**src/rtl/nipc_pkg.sv**
```systemverilog
package nipc_pkg;
   typedef logic [1:0] lvl_code_t;

   // code that is refused in priority fields (lowest rank)
   localparam lvl_code_t LVL_MAIN = 2'b10;
   // highest rank, maskable interrupts disabled
   localparam lvl_code_t LVL_TOP  = 2'b11;

   // rank of a level code: 10->0, 01->1, 00->2, 11->3
   function automatic logic [1:0] code_rank(lvl_code_t c);
      return {~(c[1] ^ c[0]), c[0]};
   endfunction
endpackage

```
**src/rtl/nipc_prio_regs.sv**
```systemverilog
module nipc_prio_regs
   import nipc_pkg::*;
#(
   parameter int N_VEC = 14,
   parameter int DW    = 8,
   localparam int PPR  = DW / 2,
   localparam int NREG = (N_VEC + PPR - 1) / PPR,
   localparam int AW   = (NREG > 1) ? $clog2(NREG) : 1
) (
   input  logic                    clk,
   input  logic                    rst_n,
   input  logic                    wr_i,
   input  logic [AW-1:0]           addr_i,
   input  logic [DW-1:0]           wdata_i,
   output logic [DW-1:0]           rdata_o,
   output logic [N_VEC-1:0][1:0]   pair_o
);
   generate
      if (DW % 2 != 0 || DW < 2) begin : g_bad_dw
         $error("nipc_prio_regs: DW must be even");
      end
      if (N_VEC < 2) begin : g_bad_nvec
         $error("nipc_prio_regs: N_VEC must be at least 2");
      end
   endgenerate

   logic [N_VEC-1:0][1:0] pair_q;

   always_ff @(posedge clk or negedge rst_n) begin
      if (!rst_n) begin
         for (int k = 0; k < N_VEC; k++) pair_q[k] <= LVL_TOP;
      end else if (wr_i) begin
         for (int k = 0; k < N_VEC; k++) begin
            if ((k / PPR) == int'(addr_i) &&
                wdata_i[2*(k%PPR) +: 2] != LVL_MAIN)
               pair_q[k] <= wdata_i[2*(k%PPR) +: 2];
         end
      end
   end

   always_comb begin
      rdata_o = '1;
      for (int j = 0; j < PPR; j++) begin
         if (int'(addr_i) * PPR + j < N_VEC)
            rdata_o[2*j +: 2] = pair_q[int'(addr_i) * PPR + j];
      end
   end

   assign pair_o = pair_q;

   generate
      for (genvar k = 0; k < N_VEC; k++) begin : g_pair_chk
         localparam int RIDX = k / PPR;
         localparam int BITP = 2 * (k % PPR);

         lvl0_keep_chk: assert property (@(posedge clk) disable iff (!rst_n)
            (wr_i && int'(addr_i) == RIDX && wdata_i[BITP +: 2] == LVL_MAIN)
            |=> $stable(pair_q[k]));
      end
      if (NREG * PPR > N_VEC) begin : g_pad_chk
         localparam int PADB = 2 * (N_VEC - (NREG - 1) * PPR);

         pad_ones_chk: assert property (@(posedge clk) disable iff (!rst_n)
            (int'(addr_i) == NREG - 1) |-> (&rdata_o[DW-1:PADB]));
      end
   endgenerate
endmodule

```
**src/rtl/nipc_arbiter.sv**
```systemverilog
module nipc_arbiter
   import nipc_pkg::*;
#(
   parameter int N_VEC = 14,
   parameter int VW    = 4
) (
   input  logic                  clk,
   input  logic                  rst_n,
   input  logic [N_VEC-1:1]      req_i,
   input  logic [N_VEC-1:0][1:0] pair_i,
   input  lvl_code_t             cur_i,
   output logic                  win_o,
   output logic [VW-1:0]         idx_o,
   output lvl_code_t             code_o
);
   logic [1:0]       best_rank;
   logic [N_VEC-1:0] req_full;

   assign req_full = {req_i, 1'b0};

   // ascending scan with strict compare: ties stay with the lower index
   always_comb begin
      best_rank = code_rank(cur_i);
      win_o     = 1'b0;
      idx_o     = '0;
      code_o    = cur_i;
      for (int k = 1; k < N_VEC; k++) begin
         if (req_i[k] && code_rank(pair_i[k]) > best_rank) begin
            best_rank = code_rank(pair_i[k]);
            win_o     = 1'b1;
            idx_o     = VW'(k);
            code_o    = pair_i[k];
         end
      end
   end


   win_pending_chk: assert property (@(posedge clk) disable iff (!rst_n)
      win_o |-> (req_full[idx_o] && idx_o != '0));

   win_above_cur_chk: assert property (@(posedge clk) disable iff (!rst_n)
      win_o |-> (code_rank(code_o) > code_rank(cur_i)));
endmodule

```
**src/rtl/nipc_lvl_stack.sv**
```systemverilog
module nipc_lvl_stack
   import nipc_pkg::*;
#(
   parameter int DEPTH = 4
) (
   input  logic      clk,
   input  logic      rst_n,
   input  logic      push_i,
   input  logic      pop_i,
   input  lvl_code_t din_i,
   output lvl_code_t top_o
);
   generate
      if (DEPTH < 2) begin : g_bad_depth
         $error("nipc_lvl_stack: DEPTH must be at least 2");
      end
   endgenerate

   lvl_code_t stk_q [DEPTH];

   // shift-register stack: the oldest entry falls off, empty slots read 11
   always_ff @(posedge clk or negedge rst_n) begin
      if (!rst_n) begin
         for (int d = 0; d < DEPTH; d++) stk_q[d] <= LVL_TOP;
      end else if (push_i) begin
         stk_q[0] <= din_i;
         for (int d = 1; d < DEPTH; d++) stk_q[d] <= stk_q[d-1];
      end else if (pop_i) begin
         for (int d = 0; d < DEPTH - 1; d++) stk_q[d] <= stk_q[d+1];
         stk_q[DEPTH-1] <= LVL_TOP;
      end
   end

   assign top_o = stk_q[0];


   push_top_chk: assert property (@(posedge clk) disable iff (!rst_n)
      push_i |=> (top_o == $past(din_i)));

   push_pop_excl_chk: assert property (@(posedge clk) disable iff (!rst_n)
      !(push_i && pop_i));
endmodule

```
**src/rtl/nipc_ctrl.sv**
```systemverilog
module nipc_ctrl
   import nipc_pkg::*;
#(
   parameter int N_VEC     = 14,
   parameter int STK_DEPTH = 4,
   parameter int DW        = 8,
   localparam int VW       = $clog2(N_VEC + 1),
   localparam int PPR      = DW / 2,
   localparam int NREG     = (N_VEC + PPR - 1) / PPR,
   localparam int AW       = (NREG > 1) ? $clog2(NREG) : 1
) (
   input  logic              clk,
   input  logic              rst_n,
   input  logic              reg_wr_i,
   input  logic [AW-1:0]     reg_addr_i,
   input  logic [DW-1:0]     reg_wdata_i,
   output logic [DW-1:0]     reg_rdata_o,
   input  logic              lvl_wr_i,
   input  logic [1:0]        lvl_wdata_i,
   input  logic [N_VEC-1:1]  irq_req_i,
   input  logic              tli_i,
   input  logic              trap_i,
   input  logic              ret_i,
   output logic              take_o,
   output logic [VW-1:0]     vec_o,
   output logic [1:0]        cur_lvl_o
);
   localparam logic [VW-1:0] TRAP_IDX = VW'(N_VEC);

   logic [N_VEC-1:0][1:0] pairs;
   logic                  win;
   logic [VW-1:0]         win_idx;
   lvl_code_t             win_code;
   lvl_code_t             stk_top;
   lvl_code_t             cur_q;
   logic                  take_q;
   logic [VW-1:0]         vec_q;
   logic                  evt, push, pop;

   nipc_prio_regs #(.N_VEC(N_VEC), .DW(DW)) u_regs (
      .clk(clk), .rst_n(rst_n), .wr_i(reg_wr_i), .addr_i(reg_addr_i),
      .wdata_i(reg_wdata_i), .rdata_o(reg_rdata_o), .pair_o(pairs)
   );

   nipc_arbiter #(.N_VEC(N_VEC), .VW(VW)) u_arb (
      .clk(clk), .rst_n(rst_n), .req_i(irq_req_i), .pair_i(pairs),
      .cur_i(cur_q), .win_o(win), .idx_o(win_idx), .code_o(win_code)
   );

   assign evt  = tli_i | trap_i;
   assign push = evt | (win & ~ret_i & ~lvl_wr_i);
   assign pop  = ~evt & ret_i;

   nipc_lvl_stack #(.DEPTH(STK_DEPTH)) u_stk (
      .clk(clk), .rst_n(rst_n), .push_i(push), .pop_i(pop),
      .din_i(cur_q), .top_o(stk_top)
   );

   always_ff @(posedge clk or negedge rst_n) begin
      if (!rst_n) begin
         cur_q  <= LVL_TOP;
         take_q <= 1'b0;
         vec_q  <= '0;
      end else begin
         take_q <= push;
         if (evt) begin
            cur_q <= LVL_TOP;
            vec_q <= trap_i ? TRAP_IDX : '0;
         end else if (ret_i) begin
            cur_q <= stk_top;
         end else if (lvl_wr_i) begin
            cur_q <= lvl_wdata_i;
         end else if (win) begin
            cur_q <= win_code;
            vec_q <= win_idx;
         end
      end
   end

   assign take_o    = take_q;
   assign vec_o     = vec_q;
   assign cur_lvl_o = cur_q;


   evt_top_lvl_chk: assert property (@(posedge clk) disable iff (!rst_n)
      (take_o && (vec_o == '0 || vec_o == TRAP_IDX)) |-> (cur_lvl_o == LVL_TOP));

   take_raises_chk: assert property (@(posedge clk) disable iff (!rst_n)
      (take_o && vec_o != '0 && vec_o != TRAP_IDX)
      |-> (code_rank(cur_lvl_o) > code_rank($past(cur_lvl_o))));

   lvl_wr_load_chk: assert property (@(posedge clk) disable iff (!rst_n)
      (lvl_wr_i && !evt && !ret_i) |=> (!take_o && cur_lvl_o == $past(lvl_wdata_i)));

   ret_no_take_chk: assert property (@(posedge clk) disable iff (!rst_n)
      (ret_i && !evt) |=> !take_o);
endmodule

```
**config.mk**
```make
export PLATFORM = sky130hd
export DESIGN_NAME = nipc_ctrl
export DESIGN_NICKNAME = d
export VERILOG_FILES = /design/src/rtl/nipc_pkg.sv /design/src/rtl/nipc_prio_regs.sv /design/src/rtl/nipc_arbiter.sv /design/src/rtl/nipc_lvl_stack.sv /design/src/rtl/nipc_ctrl.sv
export SDC_FILE = /design/constraint.sdc
export NUM_CORES = 1
export LEC_CHECK = 0
export ABC_AREA = 1
export BUFFER_PORTS_ARGS = -buffer_cell sky130_fd_sc_hd__buf_2
export CAP_MARGIN = 10
export CORE_AREA = 2 2 82 84
export DETAILED_ROUTE_END_ITERATION = 10
export DIE_AREA = 0 0 84 86
export PLACE_DENSITY = 0.79
export SYNTH_ARGS = -nofsm -noshare
export SYNTH_HDL_FRONTEND = slang
export SYNTH_SLANG_ARGS = --single-unit
```
**constraint.sdc**
```tcl
create_clock -name clk -period 17.45 [get_ports clk]
set_clock_uncertainty 0.1 [all_clocks]
set_input_delay 1.745 -clock clk [delete_from_list [all_inputs] [get_ports clk]]
set_output_delay 1.745 -clock clk [all_outputs]
set_load 0.05 [all_outputs]
```
==> flow_metrics.tcl <==
set metrics [dict create \
    status "finished clean" \
    drv_slew 0 \
    antenna_found_initial 0 \
    synth_top_area_share_pct 27.74 \
    fp-row-count 29 \
    cpPeakStageDelay_ns 0.37 \
    cts_setup_buffers 0 \
    syn-num-nets 547 \
    nFillCells 565 \
    grt_overflow 0 \
    r2r-start "u_regs.pair_o[3]$_DFFE_PN1P_" \
    worst_slew_margin_rel_pct 33.45 \
    power.total_mw 0.8624 \
    cp.required_ns 17.60 \
    port_buffers 46 \
    drt_iter0_markers 184 \
    fin_area_sq_mm 0.004004 \
    crit_fanout 14 \
    avgSynthCellArea_sq_um 7.214 \
    insertion_delay_ns 0.30 \
    globalplace.congestion 0.8984 \
    tightest_slew_ns 0.9983 \
    final-hold-violation-count 0 \
    synthTopCellsByArea "dfstp_2 (28%), nand2_1 (14%), inv_1 (8.4%), ha_1 (5.6%), o21ai_0 (3.9%)" \
    grt_max_degree 44 \
    crit_path_end_kind "flop" \
    postPlaceCellArea_sq_mm 0.003919 \
    worst_slack_ns 2.762 \
    grt_use_total_pct 24.92 \
    p_leak_nw 2.122 \
    netlist.top_cell.by_area "dfstp_2" \
    max_cap_viol_count 0 \
    ys_warn_count 0 \
    grt.met1_usage_pct 33.72 \
    htree_levels 2 \
    route.detailed.drc 0 \
    core_sq_mm 0.006277 \
    holdPathEnd "u_regs.pair_o[1]$_DFFE_PN1P_" \
    synth_flop_cell "dfstp_2" \
    max_freq_ghz 0.06809 \
    die_h_um 86 \
    ant_nets 0 \
    vias 3379 \
    start_util_pct 57.35 \
    grt_pass1_wl_mm 14.60 \
    synthDistinctLibCells 44 \
    clkSlewWorstSetupHoldPaths_ns 0.09 \
    yosysMostFrequentCell "nand2_1" \
    totalWireLength_mm 8.671 \
    die_area_sq_mm 0.007224 \
    rsz0062_at_grt "no" \
    ir_worst_vdd_v 0.0001162 \
    dp_hpwl_mm 6.916 \
    place_ws_ns 2.438 \
    vias_per_cell 5.372 \
    gr-usage-met3_pct 4.139 \
    cts_resized 0 \
    grt-busiest-layer "met2" \
    drtPass1Iterations 5 \
    timing.rr.end "u_stk.stk_q[3]$_DFFE_PN1P_" \
    io_pins 47 \
    r2r_slack_ns 3.06 \
    grt_pass1_vias 3164 \
    finalCritPeriodShare_pct 84.17 \
    drive_above_1_share_pct 27.54 \
    routedWlPerCell_um 13.79 \
    cts_inserted_buffers 5 \
    antenna_cells 0 \
    hold-path-cell-count 2 \
    synthCells 499 \
    crit_path_frequent_cell "nand2_1" \
    period_minus_slack_ns 14.69 \
    cp_slowest_cell "or3_1" \
    syn_to_final_growth_pct 11.23 \
    die_w_um 84 \
    power.density_mw_per_mm2 215.4 \
    nets 599 \
    async_flop_share_pct 100.0 \
    hp-class "flop to flop" \
    ff2ff_path_depth 94 \
    seq_area_frac_synth_pct 31.21 \
    cp.arrival_ns 14.84 \
    worstSetupPathType "primary input to flop" \
    cts.sinks 43 \
    cts-root-buf "clkbuf_8" \
    synth_area_sq_mm 0.003600 \
    cts_buffer_depth 2 \
    hold_buffers 0 \
    hold_start "u_regs.pair_o[1]$_DFFE_PN1P_" \
    synth_commonest_cells "nand2_1 (133), inv_1 (81), dfstp_2 (38)" \
    fin_tns_setup_ns 0 \
    use_met2_pct 41.24 \
    ys_seq_elements 43 \
    setup_viol 0 \
    cts_tree "done" \
    synth_edf_count 0 \
    cp-start-kind "primary input" \
]
## power breakdown
| group | internal (mW) | leakage [nW] | total (mW) | switching (mW) |
|---|---|---|---|---|
| sequential | 0.141 | 0.457 | 0.166 | 0.0246 |
| combinational | 0.228 | 1.62 | 0.632 | 0.405 |
| clock | 0.0280 | 0.0412 | 0.0644 | 0.0364 |
| total | 0.397 | 2.12 | 0.862 | 0.466 |
## sequential cells by signal, summed over array words and instances, names as in the netlist
register	flops
u_stk.stk_q	6
vec_o	4
u_stk.top_o	2
take_o	1
cur_lvl_o	2
u_regs.pair_o	28
## worst max-delay path, delay by kind of cell
kind	cells	cell delay (ns)
compound gates	15	2.54
fa+ha+maj	12	3.20
buf+inv	14	1.11
simple gates	51	6.19
## final cells by class
class | count | area (sq um) | share of cell area (%)
repair buffers | 47 | 237.7 | 5.938
flip-flops and latches | 43 | 1124 | 28.06
well taps | 77 | 96.34 | 2.406
clock buffers | 6 | 72.57 | 1.812
inverters | 87 | 326.6 | 8.156
clock inverters | 2 | 12.51 | 0.3125
multi-input cells | 367 | 2135 | 53.31
## cell families (layout without fill, tap and decap cells)
kind of cell               Yosys count  after routing  share of synthesized area [%]
AOI/OAI and AO/OA                   91             91                          17.55
and+or+nand+nor                    248            248                          33.26
buffers and inverters               89            142                          9.489
adders and majority gates           16             16                          5.561
DFF                                 43             43                          31.21
xor gates and xnor gates            12             12                          2.920
## worst max-delay path by stage
stage / startpoint / end / slack (ns) / cells past startpoint
finish: irq_req_i[1] / u_stk.stk_q[3]$_DFFE_PN1P_ / 2.76 / 92
global route: irq_req_i[1] / u_stk.stk_q[1]$_DFFE_PN1P_ / 1.46 / 91
CTS: irq_req_i[1] / u_stk.stk_q[1]$_DFFE_PN1P_ / 2.79 / 91
detailed placement: irq_req_i[1] / u_stk.stk_q[0]$_DFFE_PN1P_ / 2.44 / 91
global placement: irq_req_i[1] / u_stk.stk_q[0]$_DFFE_PN1P_ / 2.87 / 91
floorplan: irq_req_i[1] / vec_o[3]$_DFFE_PN0P_ / 3.80 / 92
## metrics by stage
step,hold WS [ns],utilization [%],cells
floorplan,0.3502,-,499
detailed placement,0.3637,62.43,621
global placement,0.3619,62.43,621
global route,0.4017,63.78,629
finish,0.3787,63.78,629
CTS,0.3787,63.78,629
## per-layer routing
layer  part of all wire [%]  up-vias  wire length [um]
li1                       -     1742                 -
met1                     47     1519              4043
met2                     46      106              4025
met3                    5.5       12               479
met4                    1.4        0               123
met5                      0        -                 0
## cells in the final DEF (no fill, tap or decap), types with 8 or more instances in the layout
master / instances
o221ai_1: 8
o21ai_0: 28
dfstp_2: 38
nand3_2: 10
a21oi_1: 9
nand2_1: 133
xnor2_1: 9
inv_1: 81
nor2_1: 37
a22oi_1: 16
buf_2: 46
nand2_2: 18
nand4_1: 9
ha_1: 16
nand3_1: 25
Power figures use the tool's default switching activity.
